## src/rtl/regport_pkg.sv

```systemverilog
package regport_pkg;
  typedef enum logic [2:0] {F_IDLE, F_ADDR, F_PTR, F_DATA, F_READ, F_SKIP} frm_state_t;
  typedef enum logic [2:0] {I_IDLE, I_RX, I_ACK, I_TX, I_RACK} i2c_state_t;
endpackage

```

## src/rtl/regport_sync.sv

```systemverilog
module regport_sync #(
  parameter int W = 1,
  parameter int STAGES = 2,
  parameter logic [W-1:0] RST_VAL = '0
) (
  input  logic         clk,
  input  logic         rst_n,
  input  logic [W-1:0] d,
  output logic [W-1:0] q
);
  logic [W-1:0] stg [STAGES];

  always_ff @(posedge clk or negedge rst_n) begin
    if (!rst_n) begin
      for (int i = 0; i < STAGES; i++) stg[i] <= RST_VAL;
    end else begin
      stg[0] <= d;
      for (int i = 1; i < STAGES; i++) stg[i] <= stg[i-1];
    end
  end

  assign q = stg[STAGES-1];
endmodule

```

## src/rtl/regport_i2c.sv

```systemverilog
module regport_i2c
  import regport_pkg::*;
(
  input  logic       clk,
  input  logic       rst_n,
  input  logic       en,
  input  logic       scl_s,
  input  logic       sda_s,
  input  logic       accept,
  input  logic [7:0] rd_data,
  output logic       start,
  output logic       stop,
  output logic       bvld,
  output logic [7:0] bdata,
  output logic       rd_adv,
  output logic       sda_oe
);
  i2c_state_t st;
  logic       scl_q, sda_q;
  logic [2:0] bcnt;
  logic [7:0] sh;
  logic       full_q, ack_q, rw_q, first_q, nack_q;
  logic       scl_rise, scl_fall;

  assign scl_rise = ~scl_q & scl_s;
  assign scl_fall = scl_q & ~scl_s;
  assign start    = en & scl_q & scl_s & sda_q & ~sda_s;
  assign stop     = en & scl_q & scl_s & ~sda_q & sda_s;
  assign bvld     = en & (st == I_RX) & scl_rise & (bcnt == 3'd7);
  assign bdata    = {sh[6:0], sda_s};
  assign rd_adv   = en & (st == I_TX) & scl_fall & (bcnt == 3'd7);
  assign sda_oe   = (st == I_ACK) | ((st == I_TX) & ~sh[7]);

  always_ff @(posedge clk or negedge rst_n) begin
    if (!rst_n) begin
      st <= I_IDLE; scl_q <= 1'b1; sda_q <= 1'b1; bcnt <= '0; sh <= '0;
      full_q <= 1'b0; ack_q <= 1'b0; rw_q <= 1'b0; first_q <= 1'b0; nack_q <= 1'b0;
    end else begin
      scl_q <= scl_s;
      sda_q <= sda_s;
      if (!en) begin
        st <= I_IDLE;
      end else if (start) begin
        st <= I_RX; bcnt <= '0; full_q <= 1'b0; first_q <= 1'b1;
      end else if (stop) begin
        st <= I_IDLE;
      end else begin
        case (st)
          I_RX: begin
            if (scl_rise) begin
              sh   <= {sh[6:0], sda_s};
              bcnt <= bcnt + 3'd1;
              if (bcnt == 3'd7) begin
                full_q <= 1'b1;
                ack_q  <= accept;
                rw_q   <= first_q & sda_s;
              end
            end else if (scl_fall && full_q) begin
              full_q  <= 1'b0;
              first_q <= 1'b0;
              st      <= ack_q ? I_ACK : I_IDLE;
            end
          end
          I_ACK: if (scl_fall) begin
            bcnt <= '0;
            if (rw_q) begin
              st <= I_TX; sh <= rd_data;
            end else begin
              st <= I_RX;
            end
          end
          I_TX: if (scl_fall) begin
            if (bcnt == 3'd7) st <= I_RACK;
            else begin
              sh   <= {sh[6:0], 1'b1};
              bcnt <= bcnt + 3'd1;
            end
          end
          I_RACK: begin
            if (scl_rise) nack_q <= sda_s;
            if (scl_fall) begin
              if (nack_q) st <= I_IDLE;
              else begin
                st <= I_TX; sh <= rd_data; bcnt <= '0;
              end
            end
          end
          default: ;
        endcase
      end
    end
  end
endmodule

```

## src/rtl/regport_spi.sv

```systemverilog
module regport_spi (
  input  logic       clk,
  input  logic       rst_n,
  input  logic       en,
  input  logic       cs_s,
  input  logic       cs_fall,
  input  logic       cs_rise,
  input  logic       scl_s,
  input  logic       sdi_s,
  output logic       start,
  output logic       stop,
  output logic       bvld,
  output logic [7:0] bdata
);
  logic       scl_q;
  logic [2:0] bcnt;
  logic [6:0] sh;
  logic       scl_rise;

  assign scl_rise = ~scl_q & scl_s;
  assign start    = en & cs_fall;
  assign stop     = en & cs_rise;
  assign bvld     = en & ~cs_s & scl_rise & (bcnt == 3'd7);
  assign bdata    = {sh, sdi_s};

  always_ff @(posedge clk or negedge rst_n) begin
    if (!rst_n) begin
      scl_q <= 1'b0; bcnt <= '0; sh <= '0;
    end else begin
      scl_q <= scl_s;
      if (cs_fall) bcnt <= '0;
      else if (!cs_s && scl_rise) begin
        sh   <= {sh[5:0], sdi_s};
        bcnt <= bcnt + 3'd1;
      end
    end
  end
endmodule

```

## src/rtl/regport_frame.sv

```systemverilog
module regport_frame
  import regport_pkg::*;
#(
  parameter int NREG = 16,
  parameter logic [4:0] ID_HI = 5'b10011,
  localparam int AW = $clog2(NREG)
) (
  input  logic            clk,
  input  logic            rst_n,
  input  logic            start,
  input  logic            stop,
  input  logic            bvld,
  input  logic [7:0]      bdata,
  input  logic            is_spi,
  input  logic            ad1,
  input  logic            ad0,
  input  logic            rd_adv,
  output logic            accept,
  output logic [7:0]      rd_data,
  output logic [NREG*8-1:0] regs_o
);
  frm_state_t     st;
  logic           incr_q;
  logic [AW-1:0]  idx_q;
  logic [7:0]     regs [NREG];
  logic           match;

  assign match   = (bdata[7:1] == {ID_HI, ad1, ad0});
  assign rd_data = regs[idx_q];

  always_comb begin
    case (st)
      F_ADDR:         accept = match & ~(is_spi & bdata[0]);
      F_PTR, F_DATA:  accept = 1'b1;
      default:        accept = 1'b0;
    endcase
  end

  always_ff @(posedge clk or negedge rst_n) begin
    if (!rst_n) begin
      st <= F_IDLE; incr_q <= 1'b0; idx_q <= '0;
      for (int i = 0; i < NREG; i++) regs[i] <= '0;
    end else if (start) begin
      st <= F_ADDR;
    end else if (stop) begin
      st <= F_IDLE;
    end else if (bvld) begin
      case (st)
        F_ADDR: st <= !accept ? F_SKIP : (bdata[0] ? F_READ : F_PTR);
        F_PTR: begin
          incr_q <= bdata[7];
          idx_q  <= bdata[AW-1:0];
          st     <= F_DATA;
        end
        F_DATA: begin
          regs[idx_q] <= bdata;
          if (incr_q) idx_q <= idx_q + AW'(1);
        end
        default: ;
      endcase
    end else if (rd_adv && st == F_READ && incr_q) begin
      idx_q <= idx_q + AW'(1);
    end
  end

  for (genvar g = 0; g < NREG; g++) begin : g_flat
    assign regs_o[g*8 +: 8] = regs[g];
  end
endmodule

```

## src/rtl/regport_top.sv

```systemverilog
module regport_top #(
  parameter int NREG = 16,
  parameter logic [4:0] ID_HI = 5'b10011,
  parameter int CPEN_REG = 2,
  parameter int CPEN_BIT = 7,
  localparam int RW = NREG * 8
) (
  input  logic          clk,
  input  logic          rst_n,
  input  logic          scl_i,
  input  logic          sda_i,
  output logic          sda_oe,
  input  logic          ad0_cs_i,
  input  logic          ad1_i,
  input  logic          sdi_i,
  output logic [RW-1:0] regs_o,
  output logic          cpen_o
);
  logic ad1_s, scl_s, sda_s, cs_s, sdi_s;
  logic cs_q, cs_fall, cs_rise, spi_mode, use_spi;
  logic i_start, i_stop, i_bvld, i_rdadv;
  logic s_start, s_stop, s_bvld;
  logic [7:0] i_bdata, s_bdata, f_bdata, rd_data;
  logic f_start, f_stop, f_bvld, accept;

  regport_sync #(.W(5), .STAGES(2), .RST_VAL(5'b01110)) u_sync (
    .clk(clk), .rst_n(rst_n),
    .d({ad1_i, scl_i, sda_i, ad0_cs_i, sdi_i}),
    .q({ad1_s, scl_s, sda_s, cs_s, sdi_s}));

  assign cs_fall = cs_q & ~cs_s;
  assign cs_rise = ~cs_q & cs_s;
  assign use_spi = spi_mode | cs_fall;

  always_ff @(posedge clk or negedge rst_n) begin
    if (!rst_n) begin
      cs_q <= 1'b1; spi_mode <= 1'b0;
    end else begin
      cs_q <= cs_s;
      if (cs_fall) spi_mode <= 1'b1;
    end
  end

  regport_i2c u_i2c (
    .clk(clk), .rst_n(rst_n), .en(~use_spi), .scl_s(scl_s), .sda_s(sda_s),
    .accept(accept), .rd_data(rd_data), .start(i_start), .stop(i_stop),
    .bvld(i_bvld), .bdata(i_bdata), .rd_adv(i_rdadv), .sda_oe(sda_oe));

  regport_spi u_spi (
    .clk(clk), .rst_n(rst_n), .en(use_spi), .cs_s(cs_s), .cs_fall(cs_fall),
    .cs_rise(cs_rise), .scl_s(scl_s), .sdi_s(sdi_s), .start(s_start),
    .stop(s_stop), .bvld(s_bvld), .bdata(s_bdata));

  assign f_start = i_start | s_start;
  assign f_stop  = i_stop | s_stop;
  assign f_bvld  = i_bvld | s_bvld;
  assign f_bdata = use_spi ? s_bdata : i_bdata;

  regport_frame #(.NREG(NREG), .ID_HI(ID_HI)) u_frame (
    .clk(clk), .rst_n(rst_n), .start(f_start), .stop(f_stop), .bvld(f_bvld),
    .bdata(f_bdata), .is_spi(use_spi), .ad1(ad1_s), .ad0(cs_s),
    .rd_adv(i_rdadv), .accept(accept), .rd_data(rd_data), .regs_o(regs_o));

  assign cpen_o = regs_o[CPEN_REG*8 + CPEN_BIT];
endmodule

```

## config.mk

```make
export PLATFORM = sky130hd
export DESIGN_NAME = regport_top
export DESIGN_NICKNAME = d
export VERILOG_FILES = /design/src/rtl/regport_pkg.sv /design/src/rtl/regport_sync.sv /design/src/rtl/regport_i2c.sv /design/src/rtl/regport_spi.sv /design/src/rtl/regport_frame.sv /design/src/rtl/regport_top.sv
export SDC_FILE = /design/constraint.sdc
export NUM_CORES = 1
export LEC_CHECK = 0
export BUFFER_PORTS_ARGS = -buffer_cell sky130_fd_sc_hd__buf_2
export CORE_MARGIN = 4
export CORE_UTILIZATION = 30
export CTS_CLUSTER_DIAMETER = 50
export DETAILED_ROUTE_END_ITERATION = 16
export PLACE_DENSITY_LB_ADDON = 0.08
export SETUP_SLACK_MARGIN = 0.05
export SYNTH_ARGS = -nofsm -noshare
export SYNTH_HDL_FRONTEND = slang
export SYNTH_SLANG_ARGS = --single-unit
```

## constraint.sdc

```tcl
create_clock -name clk -period 4.9 [get_ports clk]
set_input_delay 0.98 -clock clk [delete_from_list [all_inputs] [get_ports clk]]
set_output_delay 0.98 -clock clk [all_outputs]
set_load 0.05 [all_outputs]
```

* Yosys cells after proc, flatten, opt, wreduce, memory -nomap -nowiden
Cells that the tools add are included.
Storage, ports and cells: memories kept 0, word-level logic and storage cells 212, bits in writable memories 0, output and inout bits 130, bits in read-only memories 0, input port bits 7, latch bits 0, register bits 180
Cells by class: add/subtract/negate cells 3, bitwise gates (word level) 47, muxes and demuxes 60, multipliers 0, shifts and indexed selects 0, reduce and logical (&&, ||, !) cells 29, eq/ne operators 35, divide/modulo/power cells 0, order comparisons 2
Operators with widths (number):
- $bwmux W128 | 1
- $mux W8 | 11
- $mux W3 | 24
- $bmux W8 S4 | 1
- $demux W8 S4 | 1
- $pmux W8 S4 | 1
- $and A1 B1 Y1 | 26
- $pmux W3 S4 | 2
- $ne A5 B3 Y1 const B | 4
- $reduce_and A5 Y1 | 4
- $ne A3 B2 Y1 const B | 5
- $not A1 Y1 | 15
- $eq A3 B2 Y1 const B | 4
- $eq A3 B3 Y1 const B | 4
- $mux W4 | 3
- $reduce_and A11 Y1 | 1
- $mux W1 | 10
- $ne A2 B1 Y1 const B | 5
- $ne A5 B4 Y1 const B | 2
- $ne A3 B3 Y1 const B | 3
- $reduce_and A9 Y1 | 1
- $ne A2 B2 Y1 const B | 4
- $pmux W4 S2 | 1
- $reduce_and A4 Y1 | 2
- other kinds (23) | 41

* Logic depth before layout (Yosys ltp)
Gate-level depths: netlist (run 1).
word-level depth 13, depth in mapped cells 11, mapped depth without buffers 8

* By module
From an unflattened synthesis (run 1), not the netlist that was laid out.
Unflattened totals: cells, all modules 624, area total of the unflattened synthesis 8894.8 um^2
Modules (own cells, without submodules):
- regport_frame | cells an instance 428, sequential area each 3403.3 um^2, instances 1, area an instance 6537.5 um^2
- regport_i2c | cells an instance 127, sequential area each 528.0 um^2, instances 1, area an instance 1312.5 um^2
- regport_spi | cells an instance 35, sequential area each 275.3 um^2, instances 1, area an instance 503.0 um^2
- regport_sync | cells an instance 15, sequential area each 257.7 um^2, instances 1, area an instance 295.3 um^2
- regport_top | cells an instance 19, sequential area each 51.3 um^2, instances 1, area an instance 246.5 um^2

* Worst setup path before layout (run 1)
Ideal clock, no wire load.
path kind register to output, start register u_i2c.st[2], end output sda_oe, arrival 1.529 ns, stages on the path, launching flop included 4, buffers on the path 1, path slack 2.391 ns, required time 3.920 ns, cells stage by stage dfrtp_1 > buf_1 > nand2b_1 > a21oi_1
Between the ends: cells in the longest elaborated chain, start to end 3, elaborated cells between the ends (all ways) 4, classes of those cells eq/ne: 2; bitwise: 2
RTL lines:
- start: declaration | line regport_i2c.sv:18 | i2c_state_t st;
- start signal: assignment | line regport_i2c.sv:61 | st <= ack_q ? I_ACK : I_IDLE;
- $eq A3 B2 Y1 | line regport_i2c.sv:32 | assign sda_oe = (st == I_ACK) | ((st == I_TX) & ~sh[7]);
- $and A1 B1 Y1 | line regport_i2c.sv:32
- $or A1 B1 Y1 * | line regport_i2c.sv:32
- end: declaration | line regport_top.sv:12 | output logic sda_oe,
Mark *: on every way between the ends. The rest lies on a longest branch, timed or not.

* Final worst setup path (run 1)
start register spi_mode, end register u_frame.regs, in the netlist u_frame.regs_o[55]
Between the ends: cells in the longest elaborated chain, start to end 9, elaborated cells between the ends (all ways) 24, classes of those cells mux: 2; bitwise: 21; reduce/logical: 1
RTL lines:
- start: declaration | line regport_top.sv:20 | logic cs_q, cs_fall, cs_rise, spi_mode, use_spi;
- start signal: assignment | line regport_top.sv:37 | cs_q <= 1'b1; spi_mode <= 1'b0;
- start signal: assignment | line regport_top.sv:40 | if (cs_fall) spi_mode <= 1'b1;
- $or A1 B1 Y1 * | line regport_top.sv:33 | assign use_spi = spi_mode | cs_fall;
- $not A1 Y1 (no line)
- $and A1 B1 Y1 (2 in a row) | line regport_i2c.sv:27, regport_i2c.sv:28
- $and A1 B1 Y1, on equally long branches (2 in a row) | line regport_i2c.sv:28, regport_i2c.sv:27
- $or A1 B1 Y1, on equally long branches | line regport_top.sv:55, regport_top.sv:54
- $not A1 Y1 (no line)
- $reduce_and A4 Y1 (no line)
- end signal: indexed assignment | line regport_frame.sv:56 | regs[idx_q] <= bdata;
- end: declaration | line regport_frame.sv:25 | logic [7:0] regs [NREG];
Marks and branches as above. A chain may end at the register's enable or synchronous reset.

==> impl_summary.log, run 1 <==
[metrics] Total Routed Length: between 20000 and 30000 um
[metrics] count of unique library cells instantiated by Yosys: between 60 and 70
[metrics] Crit Path Max Fanout: 16
[metrics] biggest cell delay along the critical path: around 0.82 ns
[metrics] portion of the post-synthesis area used by sequential elements: between 50% and 60%
[metrics] series of cell instances along the critical path: nor2_1 -> nor4b_1 -> o21a_1 -> nand4_2 -> nand2_1 -> o21ai_1
[metrics] buffers inserted during post-CTS setup optimization: 0
[metrics] global route overflow: 0
[metrics] area of the die: about 32000 um2
[metrics] commonest non-fill, non-tap cells in the layout: 169 x sky130_fd_sc_hd__dfrtp_1, 158 x sky130_fd_sc_hd__nand2_1, 135 x sky130_fd_sc_hd__buf_2
[metrics] most used flip-flop cell after synthesis: sky130_fd_sc_hd__dfrtp_1
[metrics] die width: between 150 and 200 um
[metrics] final std cell area, no fill: about 10000 um2
[metrics] worst relative slew slack: between 10% and 20%
[metrics] Final ANT Viol Nets: 0
[metrics] clock transition at the registers of the reported paths: about 0.080 ns
[metrics] final net count: between 900 and 1000
[metrics] number of endpoints with negative hold slack in the final report: 0
[metrics] shortest period the worst path allows: 3.37 ns
[metrics] critical path launch point type: flip-flop
[metrics] cell count after synthesis: roughly 790
[metrics] maximum vdd drop: 204 uV
[metrics] routed via count: around 6400
[metrics] Post-Synthesis Net Count: 800
[metrics] cell row count: 61
[metrics] mean post-synth cell area: between 10 and 15 um2
[metrics] final setup violation count: 0
[metrics] core outline area: 28100 um2
[metrics] met3 layer usage reported by global route: a little under 5%
[metrics] Cell Pwr Density: between 300 and 400 nW/um2
[metrics] multi-input combinational cell area: 3800 um2
[metrics] Final Power: between 3000 and 4000 uW
[metrics] Initial Util: between 30% and 40%
[metrics] number of I/O pins: roughly 140
[metrics] top cell type by total area after synthesis: sky130_fd_sc_hd__dfrtp_1
[metrics] crit end category: flip-flop
[metrics] Synth top area share: 49.4%
[metrics] RSZ-0062 raised after global routing: false
[metrics] count of synthesis-stage warnings from yosys: 0
[metrics] met1 track demand over resource: roughly a quarter
[metrics] crit share post-route: 68.7%
[metrics] startpoint-to-endpoint class of the critical path: flip-flop to flip-flop
[metrics] TritonCTS clock tree: built
[metrics] post-route worst setup slack: between 1.5 and 2 ns
[metrics] number of search-and-repair iterations in the first detailed-routing pass: 5
[metrics] clk sinks: 180
[metrics] combined global-route utilization of all metal layers: 17.6%
[metrics] number of synthesized flops with an enable pin: 0
[metrics] cells taking the most area after synthesis: sky130_fd_sc_hd__dfrtp_1 49%, sky130_fd_sc_hd__mux4_2 8.3%, sky130_fd_sc_hd__nand2_1 6.9%
[metrics] data arrival time of the critical path: about 3.7 ns
[metrics] first-pass GRT wire length: roughly 42000 um
[metrics] post-synthesis sequential element count: 180
[metrics] height of the die: around 180 um
[metrics] final estimated routing congestion in global placement: 0.777
[metrics] pre-CTS setup slack: 1.51 ns
[metrics] DRT iter0 DRCs: 375
[metrics] share of post-route cells with drive strength above 1: 32.4%
[metrics] endpoint required time on the critical path: approximately 5.2 ns
[metrics] Routed wire per std cell: ~21 um
[metrics] cell area after synthesis: a little under 9000 um2
[metrics] source-to-sink clock delay at the later pin of the worst-skew pair: approximately 0.45 ns
[metrics] cell family with most CP delay: simple AND/OR/NAND/NOR gates
[metrics] largest buffer count on any clock path: 2
[metrics] fill cell instance count of the final layout: approximately 2900
[metrics] Post-synth ARST share: between 90% and 100%
[metrics] final total negative setup slack: 0 ns
[metrics] leakage dissipation: 0.00476 uW
[metrics] number of antenna violations at the first check in global routing: 0
[metrics] FF+latch area: approximately 4500 um2
[metrics] Inserted Diodes: 0
[metrics] DRC: 0
[metrics] number of I/O port buffers: around 140
[metrics] Layout Area Growth over Synthesis: 18.3%
[metrics] result of the run: finished clean
[metrics] highest clock rate: about 300 MHz
[metrics] worst min-delay path category: flip-flop to flip-flop
[metrics] clock skew after layout: 0.0188 ns
[metrics] number of buffer and inverter instances along the worst setup path: 0
[metrics] CTS root buffer: sky130_fd_sc_hd__clkbuf_16
[metrics] leading cell type in the layout, fill and taps excluded: sky130_fd_sc_hd__dfrtp_1
[metrics] met2 track utilization from global routing: between 20% and 30%
[metrics] hold_ws: around 0.35 ns
[metrics] number of hold-repair buffers added at the cts stage: 0
[metrics] placed cell areas: between 9000 and 10000 um2
[metrics] number of levels the H-tree was split into: 4
[metrics] Pins Over Slew Limit: 0
[metrics] count of cells resized by post-cts repair: 0
[metrics] Most Crowded Layer GR: met2
[metrics] max_cap viols: 0
[metrics] Worst-Margin Slew: 1.27 ns
[metrics] Worst path slowest cell: sky130_fd_sc_hd__o21a_1
[metrics] TritonCTS Buffers: 17
[metrics] pin count of the biggest net entering global routing: 92
[metrics] vias in the first global route: about 6400
[metrics] HPWL after detailed placement: ~19000 um
[metrics] post-detailed-route via-to-cell ratio: 4.95
-- logic make-up after synthesis --
group,count (synthesis),synth area share (%)
DFF,180,52.2
AOI/OAI and AO/OA,221,15.6
adders and majority gates,8,1.16
muxes,57,11.5
and+or+nand+nor,248,15.1
buffers and inverters,68,4.21
xor gates and xnor gates,3,0.304
-- state kept, by name, summed over array words and instances (netlist names) --
signal          count
u_frame.regs_o    128
u_i2c.sh            8
u_spi.sh            7
u_sync.q            5
u_sync.stg          5
u_frame.idx_q       4
u_frame.st          3
u_i2c.bcnt          3
u_i2c.st            3
u_spi.bcnt          3
cs_q                1
spi_mode            1
u_frame.incr_q      1
u_i2c.ack_q         1
u_i2c.first_q       1
u_i2c.full_q        1
u_i2c.nack_q        1
u_i2c.rw_q          1
u_i2c.scl_q         1
u_i2c.sda_q         1
u_spi.scl_q         1
-- synthesized netlist by cell type, types with 9 or more instances --
cell and instances:
sky130_fd_sc_hd__o21ai_2 23, sky130_fd_sc_hd__dfrtp_1 171, sky130_fd_sc_hd__nand2_1 158, sky130_fd_sc_hd__o21ai_0 19, sky130_fd_sc_hd__nor3_1 9, sky130_fd_sc_hd__buf_2 12, sky130_fd_sc_hd__a21oi_1 23, sky130_fd_sc_hd__mux4_2 32
sky130_fd_sc_hd__mux2_2 16, sky130_fd_sc_hd__buf_6 10, sky130_fd_sc_hd__a22o_1 9, sky130_fd_sc_hd__inv_1 11, sky130_fd_sc_hd__nor2_1 22, sky130_fd_sc_hd__o21ai_1 106, sky130_fd_sc_hd__nand2b_1 9, sky130_fd_sc_hd__mux2i_1 9
sky130_fd_sc_hd__clkbuf_1 26, sky130_fd_sc_hd__dfstp_2 9
-- routing by layer --
layer,share of wire (%),vias to the layer above
li1,-,3074
met1,48,3163
met2,46,126
met3,5.0,16
met4,1.6,0
met5,0,-
-- power breakdown --
| part | leakage, uW | internal, uW | switching (uW) | total [uW] |
|---|---|---|---|---|
| registers | 0.00245 | 1510 | 33.2 | 1550 |
| clock network | 0.000289 | 708 | 690 | 1400 |
| logic | 0.00202 | 61.8 | 189 | 250 |
-- final timing paths --
kind                                    start                 end  depth (start not counted)  slack [ns]
worst max-delay path                 spi_mode  u_frame.regs_o[55]                          6        1.53
min in group asynchronous               rst_n  u_frame.regs_o[43]                          1        0.62
worst max register to register       spi_mode  u_frame.regs_o[55]                          6        1.53
max in group asynchronous               rst_n         u_sync.q[3]                          2        3.37
worst min register to register  u_sync.stg[9]         u_sync.q[4]                          0        0.35
worst min-delay path            u_sync.stg[9]         u_sync.q[4]                          0        0.35
-- area by class of cell --
type | instances | area share, %
clock buffers | 19 | 4.42
inverters | 12 | 0.440
multi-input cells | 537 | 37.2
repair buffers | 150 | 7.88
flip-flops and latches | 180 | 44.1
clock inverters | 13 | 1.36
well taps | 378 | 4.62
-- per-stage QoR --
stage,utilization (%),cells
2_1_floorplan,-,785
3_3_place_gp,34.4,1257
3_5_place_dp,34.4,1257
4_1_cts,36.5,1289
5_1_grt,36.5,1289
6_report,36.5,1289
Power figures use the tool's default switching activity.
==> run 2: changes to the inputs <==
ABC_AREA = 1   (was not set)
clock period = 3.15 ns   (was 4.9 ns; I/O delays follow)
==> run 2 against run 1 <==
- sequential power increased by 54%
- combinational power is 59% higher
- power increased by 57%
- clock skew increased by 0.0033 ns
- non-clock buffer count is 7 higher
- first-iteration DRC count up 59%
- register-to-register slack lost 0.92 ns
- core utilization rose by 0.11 points
- count of clock-buffer cells in the layout decreased by 1
- fmax rose by 33%
- final cell count grew 20%
- sequential cell count unchanged
- largest cell class unchanged
==> impl_summary.log, run 2 <==
[metrics] final net count: 1172 (+28%)
[metrics] clock skew after layout: 0.0221 ns (+0.00328 ns)
[metrics] Synth top area share: 49.6% (+0.19 points)
[metrics] number of I/O pins: 137 (unchanged)
[metrics] global route overflow: 0 (unchanged)
[metrics] portion of the post-synthesis area used by sequential elements: 52.4% (+0.20 points)
[metrics] count of synthesis-stage warnings from yosys: 0 (unchanged)
[metrics] shortest period the worst path allows: 2.53 ns (-0.832 ns)
[metrics] list of most frequent post-synthesis cells: 276 x sky130_fd_sc_hd__nand2_1, 171 x sky130_fd_sc_hd__dfrtp_1, 132 x sky130_fd_sc_hd__o21ai_0
[metrics] Initial Util: 30.7% (-0.12 points)
[metrics] number of search-and-repair iterations in the first detailed-routing pass: 5 (unchanged)
[metrics] crit share post-route: 80.4% (+12 points)
[metrics] Reg2Reg Depth: 12 (+6)
[metrics] result of the run: finished clean
[metrics] count of unique library cells instantiated by Yosys: 41 (-34%)
[metrics] HPWL after detailed placement: 20700 um (+11%)
[metrics] endpoint required time on the critical path: 3.44 ns (-1.74 ns)
[metrics] Total Routed Length: 29800 um (+11%)
[metrics] Routed wire per std cell: 19.2 um (-7.7%)
[metrics] cell area after synthesis: 8620 um2 (-0.38%)
[metrics] post-synthesis sequential element count: 180 (unchanged)
[metrics] worst reg-to-reg setup slack: 0.62 ns (-0.92 ns)
[metrics] cell row count: 61 (unchanged)
[metrics] number of I/O port buffers: 136 (unchanged)
[metrics] core outline area: 28100 um2 (unchanged)
[metrics] first-pass GRT wire length: 45300 um (+8.2%)
[metrics] RSZ-0062 raised after global routing: false
[metrics] Layout Area Growth over Synthesis: 19.1%
[metrics] final std cells w/o fill: 1548 (+20%)
[metrics] CTS root buffer: sky130_fd_sc_hd__clkbuf_16
[metrics] clk sinks: 180 (unchanged)
[metrics] Crit Path Max Fanout: 18 (+2)
[metrics] Final ANT Viol Nets: 0 (unchanged)
[metrics] routed via count: 7594 (+19%)
[metrics] cell count after synthesis: 1032 (+31%)
[metrics] commonest non-fill, non-tap cells in the layout: 276 x sky130_fd_sc_hd__nand2_1, 170 x sky130_fd_sc_hd__dfrtp_1, 135 x sky130_fd_sc_hd__buf_2
[metrics] Post-synth ARST share: 100% (unchanged)
[metrics] final setup violation count: 0 (unchanged)
[metrics] worst min-delay path category: primary input to async pin
[metrics] maximum vdd drop: 279 uV (+37%)
[metrics] mean post-synth cell area: 8.35 um2 (-24%)
[metrics] most used flip-flop cell after synthesis: sky130_fd_sc_hd__dfrtp_1
[metrics] height of the die: 178 um (-0.18%)
[metrics] crit end category: flip-flop
[metrics] buffers inserted during post-CTS setup optimization: 0 (unchanged)
[metrics] largest buffer count on any clock path: 2 (unchanged)
[metrics] hold_ws: 0.203 ns (-0.146 ns)
[metrics] DRC: 0 (unchanged)
[metrics] cells taking the most area after synthesis: sky130_fd_sc_hd__dfrtp_1 50%, sky130_fd_sc_hd__nand2_1 12%, sky130_fd_sc_hd__o21ai_0 7.7%
[metrics] number of antenna violations at the first check in global routing: 0 (unchanged)
[metrics] number of endpoints with negative hold slack in the final report: 0 (unchanged)
[metrics] TritonCTS Buffers: 17 (unchanged)
[metrics] TritonCTS clock tree: built
[metrics] combined global-route utilization of all metal layers: 18.9% (+1.3 points)
[metrics] critical path launch point type: flip-flop
[metrics] leakage dissipation: 0.00534 uW (+12%)
[metrics] max FFs per register: 128 (unchanged)
[metrics] pin count of the biggest net entering global routing: 69 (-25%)
[metrics] source-to-sink clock delay at the later pin of the worst-skew pair: 0.45 ns (about the same)
[metrics] leading cell type in the layout, fill and taps excluded: sky130_fd_sc_hd__nand2_1
[metrics] Cell Pwr Density: 487 nW/um2 (+56%)
[metrics] Placed Cells incl. Taps: 1516 (+21%)
[metrics] vias in the first global route: 7318 (+15%)
[metrics] area of the die: 31500 um2 (-0.36%)
[metrics] Crit Reg-Reg Startpoint: cs_q
[metrics] clock transition at the registers of the reported paths: 0.08 ns (about the same)
[metrics] DRT iter0 DRCs: 598 (+59%)
[metrics] Critical R2R Capture: u_frame.regs_o[23]
[metrics] count of cells resized by post-cts repair: 0 (unchanged)
[metrics] top cell type by total area after synthesis: sky130_fd_sc_hd__dfrtp_1
[metrics] final total negative setup slack: 0 ns (unchanged)
[metrics] startpoint-to-endpoint class of the critical path: flip-flop to flip-flop
[metrics] Pins Over Slew Limit: 0 (unchanged)
[metrics] fill cell instance count of the final layout: 3046 (+6.4%)
[metrics] final estimated routing congestion in global placement: 0.863 (+11%)
[metrics] post-detailed-route via-to-cell ratio: 4.91 (-0.87%)
[metrics] share of post-route cells with drive strength above 1: 20.9% (-12 points)
[metrics] max_cap viols: 0 (unchanged)
[metrics] most used standard cell by instance count after synthesis: sky130_fd_sc_hd__nand2_1
[metrics] Post-Synthesis Net Count: 1047 (+31%)
[metrics] number of levels the H-tree was split into: 4 (unchanged)
[metrics] die width: 178 um (-0.18%)
[metrics] number of synthesized flops with an enable pin: 0 (unchanged)
[metrics] Final Power: 5000 uW (+57%)
[metrics] worst relative slew slack: 43.2% (+30 points)
[metrics] number of hold-repair buffers added at the cts stage: 0 (unchanged)
[metrics] Inserted Diodes: 0 (unchanged)
[metrics] Worst-Margin Slew: 0.852 ns (-0.421 ns)
[metrics] highest clock rate: 395 MHz (+33%)
[metrics] data arrival time of the critical path: 2.82 ns (-0.83 ns)
run 2: cell types whose count changed after synthesis, moves of 9 or more:
| cell | change |
|---|---|
| sky130_fd_sc_hd__nand2_1 | +118 |
| sky130_fd_sc_hd__o21ai_0 | +113 |
| sky130_fd_sc_hd__nor2_1 | +93 |
| sky130_fd_sc_hd__inv_1 | +47 |
| sky130_fd_sc_hd__o21ai_1 | -41 |
| sky130_fd_sc_hd__mux4_2 | -32 |
| sky130_fd_sc_hd__o22ai_1 | +28 |
| sky130_fd_sc_hd__nand3_1 | +26 |
| sky130_fd_sc_hd__mux2_2 | -15 |
| sky130_fd_sc_hd__a21oi_1 | -13 |
| sky130_fd_sc_hd__nand2_4 | +12 |
| sky130_fd_sc_hd__a22o_1 | -9 |
| sky130_fd_sc_hd__mux2i_1 | -9 |
| sky130_fd_sc_hd__nand2b_1 | -9 |
run 2: how the worst max path moves through the flow:
stage	startpoint	endpoint	cells after the start
floorplan	u_sync.q[3]	u_frame.regs_o[24]	11
global placement	u_sync.q[3]	u_frame.regs_o[79]	12
detailed placement	u_sync.q[1]	u_frame.regs_o[23]	12
CTS	u_sync.q[1]	u_frame.regs_o[24]	12
global route	u_sync.q[1]	u_frame.regs_o[46]	12
finish	cs_q	u_frame.regs_o[23]	12
run 2: power breakdown:
| part | leakage [uW] | switching, uW | internal (uW) |
|---|---|---|---|
| Sequential | 0.00245 | 30.7 | 2360 |
| Clock | 0.000292 | 1070 | 1150 |
| Combinational | 0.00260 | 318 | 78.3 |
| Total | 0.00534 | 1420 | 3590 |
run 2: cells by family after synthesis:
group / Yosys count / synth area share [%]
DFF: 180 / 52.4
buffers and inverters: 113 / 6.20
AOI/OAI and AO/OA: 273 / 17.6
and+or+nand+nor: 455 / 22.3
muxes: 1 / 0.131
xor gates and xnor gates: 2 / 0.203
adders and majority gates: 8 / 1.16
run 2: layer usage:
layer  track usage (%)  vias to the layer above  share of wire [%]
li1                  -                     3666                  -
met1              28.0                     3665                 49
met2              27.9                      228                 43
met3              3.77                       35                5.6
met4              5.77                        0                1.9
met5                 0                        -                  0
run 2: layout make-up:
type                       instances  area (um2)  share of cell area [%]
multi-input combinational        739        3580                    34.8
inverter                          62         235                    2.29
clock inverter                    14         159                    1.55
timing repair buffer             157         872                    8.49
clock buffer                      18         439                    4.28
sequential                       180        4520                    44.0
tap                              378         473                    4.60
run 2: worst max-delay path: stages, from the launching register on:
cell	delay, ns
sky130_fd_sc_hd__dfstp_2	0.56
sky130_fd_sc_hd__nand2_4	0.10
sky130_fd_sc_hd__nand2_4	0.21
sky130_fd_sc_hd__inv_4	0.10
sky130_fd_sc_hd__nand3_1	0.12
sky130_fd_sc_hd__o22ai_1	0.13
sky130_fd_sc_hd__nor2_2	0.20
sky130_fd_sc_hd__inv_2	0.10
sky130_fd_sc_hd__nor2_8	0.16
sky130_fd_sc_hd__buf_4	0.33
sky130_fd_sc_hd__nand2_4	0.19
sky130_fd_sc_hd__nand2_1	0.11
sky130_fd_sc_hd__o21ai_1	0.06
run 2: stage by stage:
| step | worst slack [ns] | utilization, % | cell area (um2) |
|---|---|---|---|
| finish | 0.616 | 36.6 | 10300 |
| global route | 0.333 | 36.6 | 10300 |
| CTS | 0.612 | 36.6 | 10300 |
| detailed placement | 0.628 | 34.4 | 9670 |
| global placement | 0.642 | 34.4 | 9670 |
| floorplan | 1.06 | - | 8620 |
==> run 3: changes to the inputs <==
clock period = 2.2 ns   (was 3.15 ns; I/O delays follow)
==> run 3 against run 2 <==
- global-route usage down 0.25 points
- wire length shrank 1.0%
- sequential share of layout area shrank 2.2 points
- sequential cell count stayed put
- core utilization up 1.9 points
- clock power increased by 41%
- worst hold slack got worse by 0.11 ns
- setup slack got worse by 0.44 ns
- critical path depth stayed put
- critical endpoint is now u_frame.regs_o[22]
- highest routed layer unchanged
==> impl_summary.log, run 3 (synthesized netlist as in run 2, its figures left out) <==
[metrics] number of levels the H-tree was split into: 4 (unchanged)
[metrics] commonest non-fill, non-tap cells in the layout: 270 x sky130_fd_sc_hd__nand2_1, 170 x sky130_fd_sc_hd__dfrtp_1, 135 x sky130_fd_sc_hd__buf_2
[metrics] number of stages on the worst hold path: 1
[metrics] number of I/O pins: 137 (unchanged)
[metrics] Inserted Diodes: 0 (unchanged)
[metrics] fill cell instance count of the final layout: 3010 (-1.2%)
[metrics] number of I/O port buffers: 136 (unchanged)
[metrics] leading cell type in the layout, fill and taps excluded: sky130_fd_sc_hd__nand2_1
[metrics] max_cap viols: 0 (unchanged)
[metrics] DRC: 0 (unchanged)
[metrics] final net count: 1213 (+3.5%)
[metrics] die width: 178 um (unchanged)
[metrics] CTS root buffer: sky130_fd_sc_hd__clkbuf_16
[metrics] Pins Over Slew Limit: 0 (unchanged)
[metrics] endpoint required time on the critical path: 2.51 ns (-0.93 ns)
[metrics] clock skew after layout: 0.00977 ns (-0.0123 ns)
[metrics] combined global-route utilization of all metal layers: 18.7% (-0.25 points)
[metrics] Layout Area Growth over Synthesis: 25.4%
[metrics] clk sinks: 180 (unchanged)
[metrics] worst setup path startpoint: cs_q
[metrics] end of the critical path: u_frame.regs_o[22]
[metrics] final setup violation count: 0 (unchanged)
[metrics] crit end category: flip-flop
[metrics] Total Routed Length: 29500 um (-1.0%)
[metrics] data arrival time of the critical path: 2.34 ns (-0.48 ns)
[metrics] Crit Reg-Reg Startpoint: cs_q
[metrics] core outline area: 28100 um2 (unchanged)
[metrics] final estimated routing congestion in global placement: 0.849 (-1.6%)
[metrics] max FFs per register: 128 (unchanged)
[metrics] Initial Util: 30.7% (unchanged)
[metrics] TritonCTS clock tree: built
[metrics] Placed Cells incl. Taps: 1549 (+2.2%)
[metrics] largest buffer count on any clock path: 2 (unchanged)
[metrics] clock transition at the registers of the reported paths: 0.07 ns (about the same)
[metrics] TritonCTS Buffers: 17 (unchanged)
[metrics] Routed wire per std cell: 18.5 um (-3.6%)
[metrics] Worst-Margin Slew: 0.443 ns (-0.410 ns)
[metrics] global route overflow: 0 (unchanged)
[metrics] post-detailed-route via-to-cell ratio: 4.84 (-1.3%)
[metrics] highest clock rate: 494 MHz (+25%)
[metrics] cell row count: 61 (unchanged)
[metrics] number of antenna violations at the first check in global routing: 0 (unchanged)
[metrics] number of endpoints with negative hold slack in the final report: 0 (unchanged)
[metrics] height of the die: 178 um (unchanged)
[metrics] worst min-delay path category: primary input to flip-flop
[metrics] leakage dissipation: 0.00547 uW (+2.4%)
[metrics] vias in the first global route: 7352 (+0.46%)
[metrics] Critical R2R Capture: u_frame.regs_o[22]
[metrics] result of the run: finished clean
[metrics] final std cells w/o fill: 1589 (+2.6%)
[metrics] Crit Path Max Fanout: 16 (-2)
[metrics] source-to-sink clock delay at the later pin of the worst-skew pair: 0.44 ns (about the same)
[metrics] share of post-route cells with drive strength above 1: 24.4% (+3.6 points)
[metrics] area of the die: 31500 um2 (unchanged)
[metrics] Cell Pwr Density: 663 nW/um2 (+36%)
[metrics] pin count of the biggest net entering global routing: 48 (-30%)
[metrics] Reg2Reg Depth: 12 (unchanged)
[metrics] first-pass GRT wire length: 45000 um (-0.68%)
[metrics] shortest period the worst path allows: 2.02 ns (-0.511 ns)
[metrics] worst relative slew slack: 70.5% (+27 points)
[metrics] number of search-and-repair iterations in the first detailed-routing pass: 5 (unchanged)
[metrics] crit share post-route: 92.0% (+12 points)
[metrics] Final ANT Viol Nets: 0 (unchanged)
[metrics] HPWL after detailed placement: 21100 um (+1.8%)
[metrics] routed via count: 7692 (+1.3%)
[metrics] startpoint-to-endpoint class of the critical path: flip-flop to flip-flop
[metrics] critical path launch point type: flip-flop
[metrics] worst reg-to-reg setup slack: 0.18 ns (-0.44 ns)
[metrics] final total negative setup slack: 0 ns (unchanged)
[metrics] RSZ-0062 raised after global routing: true
[metrics] maximum vdd drop: 381 uV (+37%)
[metrics] DRT iter0 DRCs: 580 (-3.0%)
-- run 3: changes by cell type in the layout (fill, tap and decap cells not counted), moves of 3 or more --
| cell | before | now |
|---|---|---|
| sky130_fd_sc_hd__buf_12 | 2 | 8 |
| sky130_fd_sc_hd__buf_4 | 19 | 45 |
| sky130_fd_sc_hd__buf_6 | 0 | 6 |
| sky130_fd_sc_hd__clkinv_4 | 1 | 4 |
| sky130_fd_sc_hd__inv_6 | 6 | 3 |
| sky130_fd_sc_hd__nand2_1 | 276 | 270 |
| sky130_fd_sc_hd__nand2_2 | 2 | 7 |
| sky130_fd_sc_hd__nand2_4 | 12 | 4 |
| sky130_fd_sc_hd__nand2_8 | 0 | 9 |
| sky130_fd_sc_hd__nor2_1 | 115 | 112 |
| sky130_fd_sc_hd__nor2_4 | 0 | 4 |
-- run 3: stage by stage --
| step | hold WS (ns) | power [uW] | cell area (um2) | setup slack [ns] | utilization, % |
|---|---|---|---|---|---|
| 2_1_floorplan | 0.144 | 3720 | 8620 | 0.113 | - |
| 3_3_place_gp | 0.334 | 4110 | 9980 | 0.0640 | 35.5 |
| 3_5_place_dp | 0.335 | 4110 | 9980 | 0.0674 | 35.5 |
| 4_1_cts | 0.0785 | 7240 | 10600 | 0.0601 | 37.7 |
| 5_1_grt | 0.0807 | 7470 | 10800 | 0.00146 | 38.5 |
| 6_report | 0.0973 | 7160 | 10800 | 0.177 | 38.5 |
-- run 3: critical path: stages (launching register included) --
cell                      delay [ns]
sky130_fd_sc_hd__dfstp_2        0.55
sky130_fd_sc_hd__nand2_4        0.08
sky130_fd_sc_hd__nand2_8        0.09
sky130_fd_sc_hd__inv_4          0.05
sky130_fd_sc_hd__nand3_1        0.09
sky130_fd_sc_hd__o22ai_2        0.10
sky130_fd_sc_hd__nor2_4         0.16
sky130_fd_sc_hd__inv_2          0.11
sky130_fd_sc_hd__nor2_8         0.20
sky130_fd_sc_hd__buf_12         0.20
sky130_fd_sc_hd__nand2_8        0.11
sky130_fd_sc_hd__nand2_1        0.09
sky130_fd_sc_hd__o21ai_1        0.06
-- run 3: how the worst min path moves through the flow --
stage | startpoint | endpoint | slack, ns
4_1_cts | sda_i | u_sync.stg[7] | 0.08
3_3_place_gp | u_sync.stg[9] | u_sync.q[4] | 0.33
3_5_place_dp | u_sync.stg[5] | u_sync.q[0] | 0.33
6_report | sda_i | u_sync.stg[7] | 0.1
5_1_grt | sda_i | u_sync.stg[7] | 0.08
2_1_floorplan | rst_n | spi_mode | 0.14
-- run 3: layout make-up --
type,count,area [um2],area share [%]
flip-flops and latches,180,4520,41.8
multi-input cells,740,3720,34.4
repair buffers,197,1280,11.8
well taps,378,473,4.37
clock buffers,18,439,4.06
inverters,62,235,2.18
clock inverters,14,145,1.34
-- run 3: power by group --
group / internal, uW / switching, uW
Clock: 1630 / 1490
Combinational: 160 / 472
Sequential: 3380 / 37.6
-- run 3: what timing repair did --
item,in CTS,in global routing
hold buffers,1,0
setup buffers,0,6
resized for setup,0,35
setup endpoints to repair,0,129
hold endpoints to repair,41,0
-- run 3: metal layers --
layer	share of wire (%)	GRT usage, %
met5	0	0
met4	1.2	4.45
met3	5.3	3.11
met2	44	28.6
met1	49	27.7
